**src/rtl/da_filter_pkg.sv**
```systemverilog
package da_filter_pkg;
    localparam int ADDR_BITS  = 48;
    localparam int WORD_BITS  = 16;
    localparam int HASH_BITS  = 64;
    localparam int HIDX_LSB   = 23;
    localparam int HIDX_W     = $clog2(HASH_BITS);
    localparam int CTL_PROMISC = 0;
    localparam int CTL_HASHEN  = 1;
    localparam int CTL_ENT_LSB = 2;
    localparam int REG_HASH0   = 1;
    localparam int REG_ENT0    = 8;
    localparam int ENT_STRIDE  = 4;
    localparam int ENT_WORDS   = ADDR_BITS / WORD_BITS;

    typedef enum logic {
        ST_IDLE    = 1'b0,
        ST_DECIDED = 1'b1
    } dec_state_e;
endpackage

```
**src/rtl/da_cfg_regs.sv**
```systemverilog
module da_cfg_regs
    import da_filter_pkg::*;
#(
    parameter int NUM_EXACT = 4,
    parameter int ADDR_W    = 5
) (
    input  logic                                  clk,
    input  logic                                  rst,
    input  logic                                  wr_en,
    input  logic [ADDR_W-1:0]                     wr_addr,
    input  logic [WORD_BITS-1:0]                  wr_data,
    output logic                                  promisc,
    output logic                                  hash_en,
    output logic [NUM_EXACT-1:0]                  ent_en,
    output logic [HASH_BITS-1:0]                  hash_tbl,
    output logic [NUM_EXACT-1:0][ADDR_BITS-1:0]   ent_addr
);
    localparam int HWORDS = HASH_BITS / WORD_BITS;

    logic [WORD_BITS-1:0] ctl_q;

    always_ff @(posedge clk) begin
        if (rst) begin
            ctl_q <= WORD_BITS'(1 << CTL_ENT_LSB);
        end else if (wr_en && wr_addr == '0) begin
            ctl_q <= wr_data;
        end
    end

    always_ff @(posedge clk) begin
        if (rst) begin
            hash_tbl <= '0;
        end else if (wr_en) begin
            for (int h = 0; h < HWORDS; h++) begin
                if (wr_addr == ADDR_W'(REG_HASH0 + h))
                    hash_tbl[h*WORD_BITS +: WORD_BITS] <= wr_data;
            end
        end
    end

    for (genvar e = 0; e < NUM_EXACT; e++) begin : g_ent
        always_ff @(posedge clk) begin
            if (rst) begin
                ent_addr[e] <= (e == 0) ? '1 : '0;
            end else if (wr_en) begin
                for (int w = 0; w < ENT_WORDS; w++) begin
                    if (wr_addr == ADDR_W'(REG_ENT0 + ENT_STRIDE*e + w))
                        ent_addr[e][w*WORD_BITS +: WORD_BITS] <= wr_data;
                end
            end
        end
    end

    assign promisc = ctl_q[CTL_PROMISC];
    assign hash_en = ctl_q[CTL_HASHEN];
    assign ent_en  = ctl_q[CTL_ENT_LSB +: NUM_EXACT];

    logic unused_ctl;
    assign unused_ctl = ^ctl_q[WORD_BITS-1:CTL_ENT_LSB+NUM_EXACT];
endmodule

```
**src/rtl/da_exact_match.sv**
```systemverilog
module da_exact_match
    import da_filter_pkg::*;
#(
    parameter int NUM_EXACT = 4
) (
    input  logic [ADDR_BITS-1:0]                 da,
    input  logic [NUM_EXACT-1:0]                 ent_en,
    input  logic [NUM_EXACT-1:0][ADDR_BITS-1:0]  ent_addr,
    output logic [NUM_EXACT-1:0]                 hit
);
    for (genvar e = 0; e < NUM_EXACT; e++) begin : g_cmp
        assign hit[e] = ent_en[e] && (ent_addr[e] == da);
    end
endmodule

```
**src/rtl/da_hash_lookup.sv**
```systemverilog
module da_hash_lookup
    import da_filter_pkg::*;
(
    input  logic [HIDX_W-1:0]    hidx,
    input  logic                 mcast,
    input  logic                 hash_en,
    input  logic [HASH_BITS-1:0] hash_tbl,
    output logic                 hit
);
    assign hit = mcast && hash_en && hash_tbl[hidx];
endmodule

```
**src/rtl/da_accept_filter.sv**
```systemverilog
module da_accept_filter
    import da_filter_pkg::*;
#(
    parameter int NUM_EXACT = 4,
    localparam int ADDR_W = $clog2(REG_ENT0 + ENT_STRIDE*NUM_EXACT)
) (
    input  logic                  clk,
    input  logic                  rst,
    input  logic                  da_valid,
    input  logic [47:0]           da_in,
    input  logic [31:0]           crc_in,
    input  logic                  wr_en,
    input  logic [ADDR_W-1:0]     wr_addr,
    input  logic [15:0]           wr_data,
    output logic                  dec_valid,
    output logic                  dec_accept
);
    logic                                 promisc, hash_en, hash_hit;
    logic [NUM_EXACT-1:0]                 ent_en, exact_hit;
    logic [HASH_BITS-1:0]                 hash_tbl;
    logic [NUM_EXACT-1:0][ADDR_BITS-1:0]  ent_addr;
    logic                                 accept_now, acc_q;
    dec_state_e                           state_q, state_d;

    da_cfg_regs #(.NUM_EXACT(NUM_EXACT), .ADDR_W(ADDR_W)) u_regs (
        .clk(clk), .rst(rst), .wr_en(wr_en), .wr_addr(wr_addr),
        .wr_data(wr_data), .promisc(promisc), .hash_en(hash_en),
        .ent_en(ent_en), .hash_tbl(hash_tbl), .ent_addr(ent_addr)
    );

    da_exact_match #(.NUM_EXACT(NUM_EXACT)) u_exact (
        .da(da_in), .ent_en(ent_en), .ent_addr(ent_addr), .hit(exact_hit)
    );

    da_hash_lookup u_hash (
        .hidx(crc_in[HIDX_LSB +: HIDX_W]), .mcast(da_in[0]),
        .hash_en(hash_en), .hash_tbl(hash_tbl), .hit(hash_hit)
    );

    logic unused_crc;
    assign unused_crc = ^{crc_in[31:HIDX_LSB+HIDX_W], crc_in[HIDX_LSB-1:0]};

    assign accept_now = promisc || (|exact_hit) || hash_hit;

    // State register
    always_ff @(posedge clk) begin
        if (rst) state_q <= ST_IDLE;
        else     state_q <= state_d;
    end

    // Next state: GO_DECIDE / STAY_DECIDED on a strobe, GO_IDLE / STAY_IDLE otherwise
    always_comb begin
        state_d = state_q;
        unique case (state_q)
            ST_IDLE:    state_d = da_valid ? ST_DECIDED : ST_IDLE;
            ST_DECIDED: state_d = da_valid ? ST_DECIDED : ST_IDLE;
            default:    state_d = ST_IDLE;
        endcase
    end

    // Decision captured with the configuration present at the strobe
    always_ff @(posedge clk) begin
        if (rst)           acc_q <= 1'b0;
        else if (da_valid) acc_q <= accept_now;
        else               acc_q <= 1'b0;
    end

    // Outputs
    always_comb begin
        dec_valid  = (state_q == ST_DECIDED);
        dec_accept = dec_valid && acc_q;
    end
endmodule

```
**config.mk**
```make
export PLATFORM = sky130hd
export DESIGN_NAME = da_accept_filter
export DESIGN_NICKNAME = d
export VERILOG_FILES = /design/src/rtl/da_filter_pkg.sv /design/src/rtl/da_cfg_regs.sv /design/src/rtl/da_exact_match.sv /design/src/rtl/da_hash_lookup.sv /design/src/rtl/da_accept_filter.sv
export SDC_FILE = /design/constraint.sdc
export NUM_CORES = 1
export LEC_CHECK = 0
export BUFFER_PORTS_ARGS = -buffer_cell sky130_fd_sc_hd__buf_4
export CORE_UTILIZATION = 46
export DETAILED_ROUTE_END_ITERATION = 10
export GPL_ROUTABILITY_DRIVEN = 1
export GPL_TIMING_DRIVEN = 0
export PLACE_DENSITY_LB_ADDON = 0.2
export REMOVE_ABC_BUFFERS = 1
export SKIP_CTS_REPAIR_TIMING = 1
export SYNTH_ARGS = -nofsm -noshare
export SYNTH_HDL_FRONTEND = slang
export SYNTH_SLANG_ARGS = --single-unit
```
**constraint.sdc**
```tcl
create_clock -name clk -period 1.95 [get_ports clk]
set_input_delay 0.2925 -clock clk [delete_from_list [all_inputs] [get_ports clk]]
set_output_delay 0.2925 -clock clk [all_outputs]
set_load 0.01 [all_outputs]
```
==> results.yml, run 1 <==
run_status:
  status: "finished, violations left"
  violations: "negative setup slack"
clock_network:
  cts_max_level: 1
  cts-root-buf: "clkbuf_16"
  cts.clk_slew.worst_paths_ns: 0.06
  numCtsBuffers: 29
  clk_latency_ns: 0.56
  clock_sinks: 264
  cts_max_path_buffers: 3
  cts_tree: "built"
cells_and_area:
  num-fill-cells: 2395
  antenna_cells: 0
  area.growth.synth_to_final_pct: 14.73
  layout-drive-gt1-share: 0.1161
  final_core_util: 0.5382
  final_nets: 1607
  finalNonFillerCells: 1860
timing:
  rsz0062_at_grt: "true"
  fmax_mhz: 487.0
  hold_viol: 0
  period_needed_ns: 2.054
  setup_ws_ns: -0.1035
  worstMarginPinSlew_ns: 1.325
  slew_viol_final: 0
  setup_viol: 2
  slew_headroom: 0.1131
  min_period_over_period: 1.053
  skew_ns: 0.01558
die:
  die_w_um: 165.0
  die_h_um: 165.0
  ios: 107
  rows: 59
  dieArea_um2: 27230
  core_area_um2: 26060
  initial_core_util: 0.4692
setup_path:
  critical_path_class: "flop to flop"
  cp_top_family: "simple AND/OR/NAND/NOR gates"
  cp-start-kind: "flop"
  timing.critical_path.to_type: "flop"
  crit_path_top_delay_cell: "nor4_2"
  crit_chain: "xor2_1, nor4_2, nand4_1, nor4_2, a41o_1, o41a_1"
  cp.depth: 6
  cp_common_cell: "nor4_2"
  cp_max_fo: 2
  worst_path_largest_cell_delay_ns: 0.44
  cp-startpoint: "u_regs.ent_addr[38]"
  r2r_cells: 6
  reg2reg_from: "u_regs.ent_addr[38]"
  path_buf_inv: 0
  cp.required_ns: 2.44
  cp.arrival_ns: 2.55
routing:
  wire_per_inst_um: 21.95
  dr_total_vias: 10500
  wl_mm: 40.83
  drt_iter0_drc: 992
  ant_nets: 0
  drt-vias-per-instance: 5.644
  drc: 0
  drt_first_pass_iters: 5
power:
  total_power_mw: 11.99
  ir_drop_mv: 0.5458
  power_density_nw_per_um2: 854.8
  p_int_mw: 9.032
  p_comb_frac: 0.083
  swShare: 0.2466
  p_seq_frac: 0.456
  p_leak_nw: 4.856
  clkPwrFrac: 0.461
  p_sw_mw: 2.957
place:
  dp_slack_ns: -1.091
  hpwl_mm: 26.10
  placed_cells: 1805
  routabilityCongestion: 0.8937
  portBuffers: 80
logic_synthesis:
  synthesis.instances: 1513
  postSynthAreaPerCell_um2: 8.080
  synth_cell_types: 45
  postSynth.asyncResetShare: 0
  synth_seq_cells: 264
  synth-edff-count: 0
  syn_area_um2: 12230
  ys_seq_area_frac: 0.4323
  synth-main-ff-cell: "dfxtp_1"
  ys.warnings.count: 0
run:
  maxCapViolCount: 0
grt:
  grt_max_degree: 146
  overflow: 0
  antenna_found_initial: 0
  grt_pass1_wl_mm: 60.16
  grtUsageTotal: 0.3009
  grt_pass1_vias: 9618
hold_path:
  min_path_cells: 3
  hold_path.class: "input pin to flop"
  min_from: "wr_data[12]"
Yosys cell counts, types with 2 or more instances:
cell type,instances,area share
nand2_1,471,0.14
dfxtp_1,264,0.43
a21oi_1,198,0.081
clkbuf_1,124,0.038
xnor2_1,116,0.083
xor2_1,64,0.046
nand4_1,33,0.017
nand3b_1,32,0.020
nor2_1,24,0.0074
nor2b_1,22,0.011
nor4_1,22,0.011
nand3_1,19,0.0078
a211o_1,17,0.012
mux2i_1,16,0.013
inv_1,14,0.0043
mux4_1,14,0.030
buf_2,7,0.0029
nor3_1,6,0.0025
a22oi_1,4,0.0025
and2_1,4,0.0020
and3_1,4,0.0020
o21ai_0,4,0.0016
nand2b_1,3,0.0015
nor4_2,3,0.0031
a2111oi_0,2,0.0014
a211oi_1,2,0.0012
a221oi_1,2,0.0014
a31oi_1,2,0.0010
mux4_2,2,0.0037
nor3_2,2,0.0016
o22ai_1,2,0.0010
through the flow:
step | hold WS [ns] | setup TNS, ns | area (um2)
floorplan | 0.3616 | -23.14 | 11690
global placement | 0.4370 | -245.35 | 12710
detailed placement | 0.4449 | -106.34 | 12920
CTS | 0.1155 | -20.32 | 13880
global route | 0.1239 | -2.492 | 14030
finish | 0.1280 | -0.1038 | 14030
worst register-to-register path, cell delays in order (launching register included):
cell     delay (ns)
dfxtp_1        0.32
xor2_1         0.16
nor4_2         0.44
nand4_1        0.39
nor4_2         0.27
a41o_1         0.21
o41a_1         0.19
final timing paths:
kind | to | slack, ns
max | acc_q | -0.10
min reg2reg | u_regs.hash_tbl[36] | 0.45
max reg2reg | acc_q | -0.10
min | u_regs.ent_addr[124] | 0.13
per-layer routing:
layer | wire [um] | up-vias | global-route usage
li1 | - | 4962 | -
met1 | 17290 | 5017 | 0.4179
met2 | 18420 | 432 | 0.4758
met3 | 3793 | 87 | 0.04797
met4 | 1327 | 0 | 0.09341
met5 | 0 | - | 0
cell usage in the layout, fill, tap and decap left out, types with 5 or more instances in the layout:
cell       netlist  layout
a211o_1         17      17
a21oi_1        198     198
buf_4            1      84
clkbuf_1       124       9
clkbuf_16        0      29
clkbuf_8         0      10
dfxtp_1        264     264
inv_1           14      14
mux2i_1         16      16
mux4_1          14       9
mux4_2           2       7
nand2_1        471     470
nand3_1         19      17
nand3b_1        32      32
nand4_1         33      33
nor2_1          24      22
nor2b_1         22      22
nor4_1          22      12
nor4_2           3       8
nor4_4           0       5
xnor2_1        116     115
xor2_1          64      63
power by group through the flow:
stage	clock [mW]	combinational (mW)	sequential, mW
global route	5.80	1.05	5.47
global placement	0	0.933	5.58
CTS	5.55	0.962	5.47
floorplan	0	0.336	5.58
finish	5.52	0.999	5.47
detailed placement	0	0.957	5.59
layout make-up:
class	instances	area, um2	share of cell area
clock buffer	48	897.1	0.06396
clock inverter	6	62.56	0.004460
sequential	264	5285	0.3768
inverter	14	52.55	0.003747
timing repair buffer	92	768.2	0.05477
tap	335	419.2	0.02988
multi-input combinational	1101	6541	0.4664
cells by family (layout without fill, tap and decap cells):
kind of cell / after synthesis / count (layout) / share of synthesized area
AO/OA/AOI/OAI: 240 / 240 / 0.1088
XOR/XNOR: 180 / 180 / 0.1290
buffers and inverters: 148 / 160 / 0.04841
flip-flops: 264 / 264 / 0.4323
multiplexers: 32 / 32 / 0.04687
AND/OR/NAND/NOR: 649 / 649 / 0.2347
sequential cells by signal (all words and copies together), names as in the netlist:
| register | cells |
|---|---|
| acc_q | 1 |
| dec_valid | 1 |
| u_regs.ctl_q | 6 |
| u_regs.ent_addr | 192 |
| u_regs.hash_tbl | 64 |
Note: power is estimated with default switching activity, not from simulation.
==> run 2: changes to the inputs <==
Settings changed: CORE_MARGIN from default to 2.
==> results.yml, run 2 (synthesis results as in run 1) <==
grt:
  grt_pass1_wl_mm: 60.38
  overflow: 0
  grt_pass1_vias: 9798
  grtUsageTotal: 0.2837
  antenna_found_initial: 0
  grt_max_degree: 136
cells_and_area:
  top_register: "u_regs.ent_addr"
  final_core_util: 0.5400
  largest_register_ff_count: 192
  layout-drive-gt1-share: 0.1208
  largestRegisters: "u_regs.ent_addr: 192 flops, u_regs.hash_tbl: 64 flops, u_regs.ctl_q: 6 flops"
  antenna_cells: 0
  area.growth.synth_to_final_pct: 15.11
  final_nets: 1606
  final_common_cell: "nand2_1"
  mostFrequentLayoutCells: "469 x nand2_1, 264 x dfxtp_1, 198 x a21oi_1"
setup_path:
  cp-start-kind: "flop"
  cp-endpoint: "acc_q"
  path_buf_inv: 0
  cp_common_cell: "nand4_1"
  r2r_slack_ns: -0.05
  cp_max_fo: 2
  cp_top_family: "simple AND/OR/NAND/NOR gates"
  crit_chain: "xnor2_1, nand4_1, nor4_1, nand4_1, o41ai_2, o41a_1"
  timing.critical_path.to_type: "flop"
  cp.arrival_ns: 2.49
  reg2reg_from: "u_regs.ent_addr[159]"
  cp-startpoint: "u_regs.ent_addr[159]"
  cp.required_ns: 2.43
  worst_path_largest_cell_delay_ns: 0.47
  rr_endpoint: "acc_q"
  crit_path_top_delay_cell: "nor4_1"
  r2r_cells: 6
  cp.depth: 6
  critical_path_class: "flop to flop"
power:
  clkPwrFrac: 0.462
  p_seq_frac: 0.455
  p_comb_frac: 0.084
  p_leak_nw: 4.883
  swShare: 0.2444
  p_sw_mw: 2.938
  power_density_nw_per_um2: 854.4
  ir_drop_mv: 0.5279
  p_int_mw: 9.085
  total_power_mw: 12.02
clock_network:
  clock_sinks: 264
  cts_tree: "built"
  cts.clk_slew.worst_paths_ns: 0.06
  cts_max_path_buffers: 3
  cts-root-buf: "clkbuf_16"
  numCtsBuffers: 29
  cts_max_level: 1
  clk_latency_ns: 0.56
routing:
  dr_total_vias: 10430
  drt_iter0_drc: 1043
  drt_first_pass_iters: 7
  wl_mm: 40.65
  wire_per_inst_um: 21.88
  drc: 0
  ant_nets: 0
  drt-vias-per-instance: 5.614
timing:
  worstMarginPinSlew_ns: 1.036
  min_period_over_period: 1.027
  period_needed_ns: 2.003
  rsz0062_at_grt: "true"
  skew_ns: 0.02038
  hold_viol: 0
  setup_ws_ns: -0.05333
  slew_viol_final: 0
  fmax_mhz: 499.2
  hold_slack_ns: 0.1297
  slew_headroom: 0.3077
  setup_viol: 1
die:
  die_h_um: 167.0
  rows: 59
  core_area_um2: 26060
  dieArea_um2: 27900
  die_w_um: 167.0
  initial_core_util: 0.4692
  ios: 107
place:
  hpwl_mm: 26.05
  portBuffers: 80
  routabilityCongestion: 0.8871
run_status:
  violations: "negative setup slack"
  status: "finished, violations left"
hold_path:
  hold_path.class: "input pin to flop"
run:
  maxCapViolCount: 0
-- run 2: layout make-up --
class / count / area, um2
clock buffer: 46 / 909.6
clock inverter: 7 / 63.81
fill: 2436 / 11990
inverter: 14 / 52.55
multi-input combinational: 1101 / 6581
sequential: 264 / 5285
tap: 335 / 419.2
timing repair buffer: 91 / 760.7
-- run 2: per-stage QoR --
step | cell area [um2] | worst slack (ns) | std cells | TNS, ns
floorplan | 11690 | -1.452 | 1379 | -23.14
global route | 14070 | -0.07964 | 1858 | -0.07964
finish | 14070 | -0.05333 | 1858 | -0.05333
global placement | 12710 | -3.746 | 1794 | -241.61
detailed placement | 12910 | -1.139 | 1804 | -109.49
CTS | 13880 | -0.6018 | 1857 | -23.17
-- run 2: metal layers --
layer	share of wire	wire length (um)	track usage	vias to the layer above
li1	-	-	-	4958
met1	0.43	17570	0.3965	4959
met2	0.44	17920	0.4373	424
met3	0.088	3587	0.05133	90
met4	0.039	1569	0.1072	0
met5	0	0	0	-
-- run 2: worst min-delay path by stage --
stage                                 to                 from  slack, ns  cells after the start
detailed placement   u_regs.hash_tbl[61]  u_regs.hash_tbl[61]       0.44                      2
CTS                  u_regs.ent_addr[94]          wr_data[14]       0.12                      3
finish              u_regs.ent_addr[140]          wr_data[12]       0.13                      3
global placement     u_regs.hash_tbl[10]  u_regs.hash_tbl[10]       0.44                      2
global route        u_regs.ent_addr[140]          wr_data[12]       0.14                      3
floorplan                u_regs.ctl_q[0]                  rst       0.36                      1
-- run 2: power by group through the flow --
| stage | Sequential [mW] | Clock [mW] | Combinational (mW) |
|---|---|---|---|
| finish | 5.47 | 5.55 | 1.00 |
| global route | 5.47 | 5.82 | 1.05 |
| CTS | 5.47 | 5.58 | 0.957 |
| detailed placement | 5.59 | 0 | 0.951 |
| global placement | 5.58 | 0 | 0.931 |
| floorplan | 5.58 | 0 | 0.336 |
-- run 2: worst register-to-register path, cell delays in order, from the launching register on --
cell	delay, ns
dfxtp_1	0.32
xnor2_1	0.34
nand4_1	0.20
nor4_1	0.48
nand4_1	0.23
o41ai_2	0.11
o41a_1	0.26
